===== src/rtl/gate_pkg.sv =====
package gate_pkg;

    typedef enum logic [1:0] {
        K_IDLE  = 2'd0,
        K_READ  = 2'd1,
        K_WRITE = 2'd2,
        K_DROP  = 2'd3
    } req_kind_e;

    function automatic req_kind_e classify(input logic en, input logic we, input logic valid);
        if (!en)        return K_IDLE;
        else if (!we)   return K_READ;
        else if (valid) return K_WRITE;
        else            return K_DROP;
    endfunction

endpackage


===== src/rtl/gate_history.sv =====
module gate_history
    import gate_pkg::*;
#(
    parameter int ADDR_W = 4,
    parameter int DATA_W = 8
) (
    input  logic              clk,
    input  logic              rst,
    input  req_kind_e         kind,
    input  logic [ADDR_W-1:0] addr,
    input  logic [DATA_W-1:0] wdata,
    output logic              repeat_hit
);
    typedef struct packed {
        logic              vld;
        logic              is_wr;
        logic [ADDR_W-1:0] addr;
        logic [DATA_W-1:0] data;
    } hist_t;

    hist_t hist_q, hist_d;

    always_comb begin
        repeat_hit = 1'b0;
        if (hist_q.vld && hist_q.addr == addr) begin
            unique case (kind)
                K_READ:  repeat_hit = !hist_q.is_wr;
                K_WRITE: repeat_hit = hist_q.is_wr && hist_q.data == wdata;
                default: repeat_hit = 1'b0;
            endcase
        end
    end

    always_comb begin
        hist_d       = '0;
        hist_d.vld   = (kind == K_READ) || (kind == K_WRITE);
        hist_d.is_wr = (kind == K_WRITE);
        hist_d.addr  = addr;
        hist_d.data  = wdata;
    end

    always_ff @(posedge clk) begin
        if (rst) hist_q <= '0;
        else     hist_q <= hist_d;
    end
endmodule


===== src/rtl/gate_sram.sv =====
module gate_sram #(
    parameter int ADDR_W = 4,
    parameter int DATA_W = 8
) (
    input  logic              clk,
    input  logic              rst,
    input  logic              cs,
    input  logic              we,
    input  logic [ADDR_W-1:0] addr,
    input  logic [DATA_W-1:0] wdata,
    output logic [DATA_W-1:0] rdata
);
    localparam int DEPTH = 1 << ADDR_W;

    logic [DATA_W-1:0] array_q [DEPTH];

    always_ff @(posedge clk) begin
        if (cs && we) array_q[addr] <= wdata;
    end

    always_ff @(posedge clk) begin
        if (rst)              rdata <= '0;
        else if (cs && !we)   rdata <= array_q[addr];
    end
endmodule


===== src/rtl/gate_sat_cnt.sv =====
module gate_sat_cnt #(
    parameter int CNT_W = 16
) (
    input  logic             clk,
    input  logic             rst,
    input  logic             inc,
    output logic [CNT_W-1:0] count
);
    localparam logic [CNT_W-1:0] CNT_MAX = '1;

    always_ff @(posedge clk) begin
        if (rst)                         count <= '0;
        else if (inc && count != CNT_MAX) count <= count + 1'b1;
    end
endmodule


===== src/rtl/mem_access_gate.sv =====
module mem_access_gate
    import gate_pkg::*;
#(
    parameter int ADDR_W = 4,
    parameter int DATA_W = 8,
    parameter int CNT_W  = 16
) (
    input  logic              clk,
    input  logic              rst,
    input  logic              req_en,
    input  logic              req_we,
    input  logic [ADDR_W-1:0] req_addr,
    input  logic [DATA_W-1:0] req_wdata,
    input  logic              req_valid,
    output logic              mem_cs,
    output logic [DATA_W-1:0] rd_data,
    output logic [CNT_W-1:0]  suppress_cnt
);
    req_kind_e kind;
    logic      repeat_hit;
    logic      useful;

    assign kind   = classify(req_en, req_we, req_valid);
    assign useful = (kind == K_READ) || (kind == K_WRITE);
    assign mem_cs = useful && !repeat_hit && !rst;

    gate_history #(.ADDR_W(ADDR_W), .DATA_W(DATA_W)) u_hist (
        .clk        (clk),
        .rst        (rst),
        .kind       (kind),
        .addr       (req_addr),
        .wdata      (req_wdata),
        .repeat_hit (repeat_hit)
    );

    gate_sram #(.ADDR_W(ADDR_W), .DATA_W(DATA_W)) u_sram (
        .clk   (clk),
        .rst   (rst),
        .cs    (mem_cs),
        .we    (req_we),
        .addr  (req_addr),
        .wdata (req_wdata),
        .rdata (rd_data)
    );

    gate_sat_cnt #(.CNT_W(CNT_W)) u_cnt (
        .clk   (clk),
        .rst   (rst),
        .inc   (req_en && !mem_cs),
        .count (suppress_cnt)
    );
endmodule


===== config.mk =====
export PLATFORM = sky130hd
export DESIGN_NAME = mem_access_gate
export DESIGN_NICKNAME = d
export VERILOG_FILES = /design/src/rtl/gate_pkg.sv /design/src/rtl/gate_history.sv /design/src/rtl/gate_sram.sv /design/src/rtl/gate_sat_cnt.sv /design/src/rtl/mem_access_gate.sv
export SDC_FILE = /design/constraint.sdc
export NUM_CORES = 1
export LEC_CHECK = 0
export BUFFER_PORTS_ARGS = -buffer_cell sky130_fd_sc_hd__buf_2
export CORE_MARGIN = 3
export CORE_UTILIZATION = 55
export DETAILED_ROUTE_END_ITERATION = 6
export GPL_TIMING_DRIVEN = 0
export PLACE_DENSITY = 0.82
export SLEW_MARGIN = 40
export SYNTH_ARGS = -nofsm -noshare
export SYNTH_HDL_FRONTEND = slang
export SYNTH_SLANG_ARGS = --single-unit

===== constraint.sdc =====
create_clock -name clk -period 3 [get_ports clk]
set_clock_uncertainty 0.15 [all_clocks]
set_input_delay 0.6 -clock clk [delete_from_list [all_inputs] [get_ports clk]]
set_output_delay 0.6 -clock clk [all_outputs]
set_load 0.01 [all_outputs]

# After elaboration in Yosys (flattened, before gate mapping)
# Memories as Yosys holds them, arrays and structs flattened. A register that Yosys moved wholly into a read port is not among the register bits.
# Cells that the tools add are included.
# W data, S select, Z words.
# totals
n_memories	1
reg_bits	30
out_inout_bits	25
word_cells	33
inputBits	17
ramBits	128
# mem_list
memory	words	word_bits	read_ports	rd_ports_with_merged_regs	wr	line_no	text
u_sram.array_q	16	8	1	1	1	gate_sram.sv:15	logic [DATA_W-1:0] array_q [DEPTH];
# op_classes
reduce_logical	14
n_mux	7
add_sub_neg	1
n_eq_ne	5
# op_table
operator	n
$add A16 B1 Y16 const B	1
$ne A16 B16 Y1 const B	1
$eq A8 B8 Y1	1
$logic_and A1 B1 Y1	8
$logic_not A1 Y1	5
$eq A4 B4 Y1	1
$mux W1	4
$mux W2	2
$eq A2 B1 Y1 const B	1
$eq A2 B2 Y1 const B	1
$pmux W1 S2	1
$logic_or A1 B1 Y1	1

# Longest topological paths before layout
# Gate-level depths: netlist of run 1.
# logic_depth
word_depth	12
ltp_mapped	8
mapped_depth_nobuf	6

# Modules after synthesis
# Synthesis of run 1 repeated with hierarchy kept, for this count alone.
# unflattened
cells_unflattened	465
hier_area_um2	6821.5
# modules_own_cells
module	cells_each	seq_area_each_um2	area_per_inst_um2	instances
gate_sram	308	4003.8	5366.4	1
gate_sat_cnt	99	320.3	848.3	1
gate_history	53	280.3	554.3	1
mem_access_gate	5	0.0	52.6	1

# Worst setup path after synthesis of run 1
# OpenSTA, ideal clock, no wires.
# synth_timing
path_type	input to register
start	input port rst
end	memory u_sram.array_q[8][0] (enable)
t_arrival_ns	2.293
setup_time_ns	0.383
cell_stages	6
path_buffers	1
t_required_ns	2.467
path_slack_ns	0.174
cell_sequence	clkbuf_1 nor3_1 and2_1 o21ai_0 or3_1 nor3_1
# synth_via
elab_chain_len	5
# synth_lines
item	line_no	text
from (decl)	mem_access_gate.sv:9	input logic rst,
$logic_not A1 Y1	mem_access_gate.sv:25	assign mem_cs = useful && !repeat_hit && !rst;
$logic_and A1 B1 Y1	mem_access_gate.sv:25	
$logic_and A1 B1 Y1	gate_sram.sv:18	if (cs && we) array_q[addr] <= wdata;
$mux W1	gate_sram.sv:18	
$mux W1 (not written as such)	gate_sram.sv:18	
to (decl)	gate_sram.sv:15	
# Every way passes these cells.

# Worst setup path after layout of run 1
# layout_timing
start	input port req_we
end	memory u_sram.array_q[13][5] (enable)
# layout_via
elab_chain_len	11
word_cells_on_any_way	13
cone_classes	eq/ne (2); mux (6); reduce/logical (5)
# layout_lines
item	line_no	text
from (decl)	mem_access_gate.sv:11	input logic req_we,
$mux W2	gate_pkg.sv:12	else if (!we) return K_READ;
$mux W2	gate_pkg.sv:11	if (!en) return K_IDLE;
$eq A2 B2 Y1 / $eq A2 B1 Y1 (equally long branches)	gate_history.sv:26, mem_access_gate.sv:24	
$pmux W1 S2	gate_history.sv:26	unique case (kind)
$mux W1	gate_history.sv:25	if (hist_q.vld && hist_q.addr == addr) begin
$logic_not A1 Y1	mem_access_gate.sv:25	
$logic_and A1 B1 Y1 (2 in series)	mem_access_gate.sv:25	
$logic_and A1 B1 Y1 (*)	gate_sram.sv:18	
$mux W1 (*)	gate_sram.sv:18	
$mux W1 (not written as such) (*)	gate_sram.sv:18	
# Mark *: on every way between the ends. The rest lies on a longest branch, timed or not.

==> flow_summary.yaml, run 1 <==
routing:
  wirelength_um: 14100
  drc: 0
  avgViaCountPerCell: 6.25
  ant_nets: 0
  firstDrtPassIters: 6
  num_vias: 3784
  drt_iter0_drc: 474
  wire_per_inst_um: 23.3
sta:
  relSlewSlack_pct: 44.7
  tightest_slew_ns: 0.826
  fin_crit_sh_pct: 95.1
  whs_ns: 0.324
  grt_setup_unrepaired: "no"
  hold_viol: 0
  period_minus_slack_ns: 2.85
  fmax_mhz: 351
  finalSetupViolations: 0
  slew_viol_final: 0
clock_tree:
  path_clk_slew_ns: 0.06
  clock_path_buffers: 2
  cts_buffers: 17
  clkLatencyLatePin_ns: 0.42
  ctsHoldBuffers: 0
  cts_tree: "yes"
  cts_setup_buffers: 0
  cts_sinks: 166
  htree_levels: 4
  root_buffer: "clkbuf_16"
floorplanning:
  placeableCoreArea_um2: 11600
  io_pins: 42
  dieWidth_um: 116
  die-area_um2: 13400
  core.rowCount: 39
  die_h_um: 116
  start_util_pct: 57.3
worst_hold_path:
  hp-class: "input port to flip-flop"
synth:
  syn_nets: 412
  synth_cells: 394
  ys_types: 39
  synth_largest_area_cell: "edfxtp_1"
  ys_warn_count: 0
  yosysTopAreaCellShare_pct: 57.8
  synth_top_family_by_area: "multiplexers"
  synth_adder_area_share_pct: 0.188
  synth_simple_gate_area_share_pct: 9.01
  synth_xor_area_share_pct: 1.58
  postSynthAreaPerCell_um2: 16.9
  ys_ff_latch: 166
  synth_compound_area_share_pct: 2.92
  synthMuxAreaShare_pct: 15.2
  ys_seq_area_share_pct: 69.3
  synth.area.top_cells: "edfxtp_1 (58%), mux4_2 (14%), dfxtp_1 (11%)"
  syn_area_um2: 6650
global_route:
  overflow: 0
  grt_pass1_wl_um: 21700
  antenna_found_initial: 0
  grt_max_degree: 19
  grt_pass1_vias: 3808
  track_usage_pct: 22.8
power:
  switchingPower_w: 0.00104
  clock_power_share_pct: 43.1
  power_frac_seq_pct: 51.5
  power_density_nw_per_um2: 640
  p_total_w: 0.00488
  ir_drop_v: 0.000489
  switching_share_pct: 21.3
  combPwrFrac_pct: 5.4
  p_int_w: 0.00384
  power_leakage_nw: 2.56
layout:
  drive_gt1_share_pct: 29.2
  synthToLayoutAreaGrowth_pct: 14.6
  fillerInstances: 775
  nets: 468
  n_antenna_cell: 0
placed_design:
  dp_hpwl_um: 8900
  gp_congestion: 0.876
  io_buffers: 38
setup_path:
  crit_fanout: 8
  cp-start-kind: "input port"
  crit_type: "input port to flip-flop"
  critPathArrivalTime_ns: 2.75
  end_kind: "flip-flop"
  r2r_slack_ns: 0.39
  required_ns: 2.90
status:
  status: "complete, no violations"
run:
  cap_violations: 0
-- placed cells by master (no fill, tap or decap), types with 2 or more instances in the layout --
| master | synthesis | routed |
|---|---|---|
| bufinv_16 | 0 | 2 |
| buf_2 | 5 | 43 |
| nor4_1 | 4 | 4 |
| inv_1 | 7 | 7 |
| clkbuf_1 | 14 | 14 |
| o31ai_1 | 4 | 4 |
| nor3_2 | 1 | 5 |
| or3_1 | 11 | 11 |
| a21oi_1 | 10 | 10 |
| inv_6 | 0 | 4 |
| nand2_1 | 9 | 9 |
| nand3_1 | 9 | 9 |
| mux4_2 | 40 | 40 |
| mux2_2 | 10 | 10 |
| nand2b_1 | 2 | 2 |
| nor3_1 | 7 | 3 |
| or4_1 | 6 | 6 |
| a31oi_1 | 2 | 2 |
| o21ai_0 | 10 | 10 |
| clkinvlp_4 | 0 | 3 |
| xor2_1 | 11 | 11 |
| nor2b_1 | 24 | 24 |
| nand4_1 | 4 | 4 |
| edfxtp_1 | 128 | 128 |
| and2_1 | 3 | 3 |
| dfxtp_1 | 38 | 38 |
| clkbuf_16 | 0 | 17 |
| nor2_1 | 19 | 18 |
-- sequential cells by signal (all words and copies together) (netlist names) --
register,count
u_sram.array_q,128
u_sram.rdata,8
u_cnt.count,16
u_hist.hist_q,14
-- kinds of logic after synthesis --
family | after synthesis
DFF | 166
and+or+nand+nor | 105
muxes | 50
AOI/OAI and AO/OA | 32
buffers and inverters | 28
xor gates and xnor gates | 12
adders and majority gates | 1
-- area by class of cell --
cell class / count / area [µm²] / area share, %
clock buffers: 18 / 429 / 5.63
clock inverters: 13 / 146 / 1.92
multi-input cells: 200 / 1960 / 25.7
well taps: 143 / 179 / 2.35
plain buffers: 20 / 90.1 / 1.18
inverters: 7 / 26.3 / 0.345
repair buffers: 38 / 190 / 2.50
flip-flops and latches: 166 / 4600 / 60.4
-- critical path: stages --
cell and delay (ns):
buf_2 0.14, nor2b_1 0.15, nor3_1 0.32, and2_1 0.22, o21ai_0 0.19, or3_1 0.45, nor2_1 0.68
-- power by group through the flow --
stage | clock network (W) | logic (W) | registers (W)
floorplan | 0 | 0.000154 | 0.00257
global placement | 0 | 0.000247 | 0.00256
detailed placement | 0 | 0.000258 | 0.00256
CTS | 0.00213 | 0.000267 | 0.00251
global route | 0.00221 | 0.000290 | 0.00252
finish | 0.00210 | 0.000266 | 0.00251
-- Yosys cell counts --
library cell  instances
mux4_2               40
nand4_1               4
nand2b_1              2
dfxtp_1              38
mux2_2               10
o31ai_1               4
or3b_2                1
xor2_1               11
or4_1                 6
a221o_1               1
clkbuf_1             14
and3_1                1
nor3_2                1
inv_1                 7
o21ai_0              10
nor4_1                4
o21a_1                1
a311oi_1              1
nor4_2                2
and2_1                3
nand3_1               9
xnor2_1               1
nor2b_1              24
edfxtp_1            128
clkbuf_2              1
nor2_1               19
buf_2                 5
nand3_2               1
buf_6                 1
ha_1                  1
a21oi_1              10
a31o_2                1
and4_1                1
nor3_1                7
o31a_1                1
or3_1                11
a211oi_1              1
nand2_1               9
a31oi_1               2
-- final timing paths --
kind	startpoint	endpoint	cells after the start
worst min register to register	u_cnt.count[15]$_SDFFE_PP0P_	u_cnt.count[14]$_SDFFE_PP0P_	2
worst max-delay path	req_we	u_sram.array_q[13][5]$_DFFE_PP_	7
worst min-delay path	req_addr[2]	u_hist.hist_q[10]$_SDFF_PP0_	3
worst max register to register	u_hist.hist_q[11]$_SDFF_PP0_	u_sram.array_q[13][5]$_DFFE_PP_	6
-- per-layer routing --
metal	GRT usage, %	vias up	part of all wire (%)
met1	29.0	1892	40
met4	8.51	0	2.7
met2	36.6	191	50
met3	7.83	34	7.2
met5	0	-	0
li1	-	1667	-
-- through the flow --
step	setup TNS (ns)	std cells	utilization [%]	worst slack, ns	cell area (µm²)
floorplan	0	394	-	0.174	6650
global placement	-13.95	575	60.4	-0.421	7020
detailed placement	-17.62	575	60.6	-0.209	7040
CTS	0	606	65.6	0.0874	7610
global route	0	605	65.6	0.00305	7620
finish	0	605	65.6	0.148	7620
-- timing repair --
item                                    CTS  global route
hold endpoints to repair                  0             0
endpoints found under the setup margin    0             9
gates resized for setup                   0             1
Note: power is estimated with default switching activity, not from simulation.
==> inputs of run 2 (changes only) <==
==> constraint.sdc (replaced) <==
create_clock -name clk -period 3.08 [get_ports clk]
set_clock_uncertainty 0.15 [all_clocks]
set_input_delay 0.616 -clock clk [delete_from_list [all_inputs] [get_ports clk]]
set_output_delay 0.616 -clock clk [all_outputs]
set_load 0.01 [all_outputs]
==> run 2 against run 1 <==
  * Count of clock-buffer cells in the layout unchanged
  * Combinational power fell by 3%
  * Largest power group unchanged
  * Critical endpoint unchanged
  * Register-to-register slack gained 0.10 ns
  * Utilization is essentially flat
==> flow_summary.yaml, run 2 (synthesis gave the netlist of run 1 again) <==
status:
  status: "complete, no violations"
setup_path:
  end_kind: "flip-flop"
  crit_fanout: 8
  crit_type: "input port to flip-flop"
  reg2regPathDepth: 6
  critPathArrivalTime_ns: 2.75
  cp-start-kind: "input port"
  required_ns: 2.98
  r2r_slack_ns: 0.49
routing:
  drt_iter0_drc: 474
  drc: 0
  wirelength_um: 14100
  num_vias: 3788
  ant_nets: 0
  avgViaCountPerCell: 6.26
  firstDrtPassIters: 5
  wire_per_inst_um: 23.3
clock_tree:
  cts_setup_buffers: 0
  cts_sinks: 166
  htree_levels: 4
  clock_path_buffers: 2
  cts_buffers: 17
  ctsHoldBuffers: 0
  path_clk_slew_ns: 0.06
  cts_tree: "yes"
  cts_resized: 0
  clkLatencyLatePin_ns: 0.42
  root_buffer: "clkbuf_16"
sta:
  grt_setup_unrepaired: "no"
  slew_viol_final: 0
  tightest_slew_ns: 0.832
  finalSetupViolations: 0
  hold_viol: 0
  relSlewSlack_pct: 44.3
  period_minus_slack_ns: 2.86
  fmax_mhz: 350
  fin_crit_sh_pct: 92.7
layout:
  regMostFlops: "u_sram.array_q"
  reg_top3: "u_sram.array_q (128), u_cnt.count (16), u_hist.hist_q (14)"
  final_common_cell: "edfxtp_1"
  n_antenna_cell: 0
  synthToLayoutAreaGrowth_pct: 14.6
  layout_common_cells: "edfxtp_1 (128), buf_2 (43), mux4_2 (40)"
  utilization_pct: 65.6
  nets: 468
  drive_gt1_share_pct: 29.0
  largest_reg_flops: 128
  fillerInstances: 775
power:
  power_leakage_nw: 2.56
  power_density_nw_per_um2: 624
  p_total_w: 0.00475
  ir_drop_v: 0.000476
global_route:
  grt_pass1_vias: 3808
  antenna_found_initial: 0
  grt_pass1_wl_um: 21700
  track_usage_pct: 22.8
  overflow: 0
  grt_max_degree: 19
floorplanning:
  placeableCoreArea_um2: 11600
  io_pins: 42
  die-area_um2: 13400
  start_util_pct: 57.3
  die_h_um: 116
  core.rowCount: 39
  dieWidth_um: 116
placed_design:
  io_buffers: 38
  dp_hpwl_um: 8900
  gp_congestion: 0.876
worst_hold_path:
  holdPathStages: 3
  hp-class: "input port to flip-flop"
run:
  cap_violations: 0
==> run 2: report_power, final <==
group          leakage, nW  total (W)  internal (W)  switching, W
combinational        0.820   0.000259      0.000105      0.000153
clock                0.273    0.00205       0.00120      0.000848
sequential            1.46    0.00245       0.00244     0.0000118
total                 2.56    0.00475       0.00374       0.00101
==> run 2: cell type report <==
| type | instances | area, µm² | share of cell area [%] |
|---|---|---|---|
| clock inverters | 13 | 146 | 1.92 |
| repair buffers | 38 | 190 | 2.50 |
| inverters | 7 | 26.3 | 0.345 |
| clock buffers | 18 | 429 | 5.63 |
| well taps | 143 | 179 | 2.35 |
| plain buffers | 20 | 90.1 | 1.18 |
| flip-flops and latches | 166 | 4600 | 60.4 |
| multi-input cells | 200 | 1950 | 25.6 |
==> run 2: metrics by stage <==
stage	cell area [µm²]	instances	setup WS, ns	TNS, ns	hold slack, ns
after floorplan	6650	394	0.238	0	0.360
after global placement	7020	575	-0.357	-9.64	0.326
after detailed placement	7040	575	-0.145	-9.43	0.349
after CTS	7610	606	0.135	0	0.327
after global routing	7620	605	0.0530	0	0.353
final	7620	605	0.225	0	0.336
==> run 2: worst paths after layout <==
kind                                              startpoint                         endpoint
worst max-delay path                                  req_we  u_sram.array_q[13][5]$_DFFE_PP_
worst min-delay path                             req_addr[2]     u_hist.hist_q[10]$_SDFF_PP0_
worst min register to register  u_cnt.count[15]$_SDFFE_PP0P_     u_cnt.count[14]$_SDFFE_PP0P_
worst max register to register  u_hist.hist_q[11]$_SDFF_PP0_  u_sram.array_q[13][5]$_DFFE_PP_
==> run 2: critical path: stages <==
cell and delay, ns:
buf_2 0.14, nor2b_1 0.15, nor3_1 0.32, and2_1 0.22, o21ai_0 0.19, or3_1 0.45, nor2_1 0.67
==> run 2: layer usage <==
| metal | track usage, % | vias to the layer above | wire, µm | share of wire, % |
|---|---|---|---|---|
| li1 | - | 1663 | - | - |
| met4 | 8.51 | 0 | 364 | 2.6 |
| met2 | 36.6 | 204 | 7030 | 50 |
| met5 | 0 | - | 0 | 0 |
| met3 | 7.83 | 31 | 1120 | 7.9 |
| met1 | 29.0 | 1890 | 5560 | 39 |
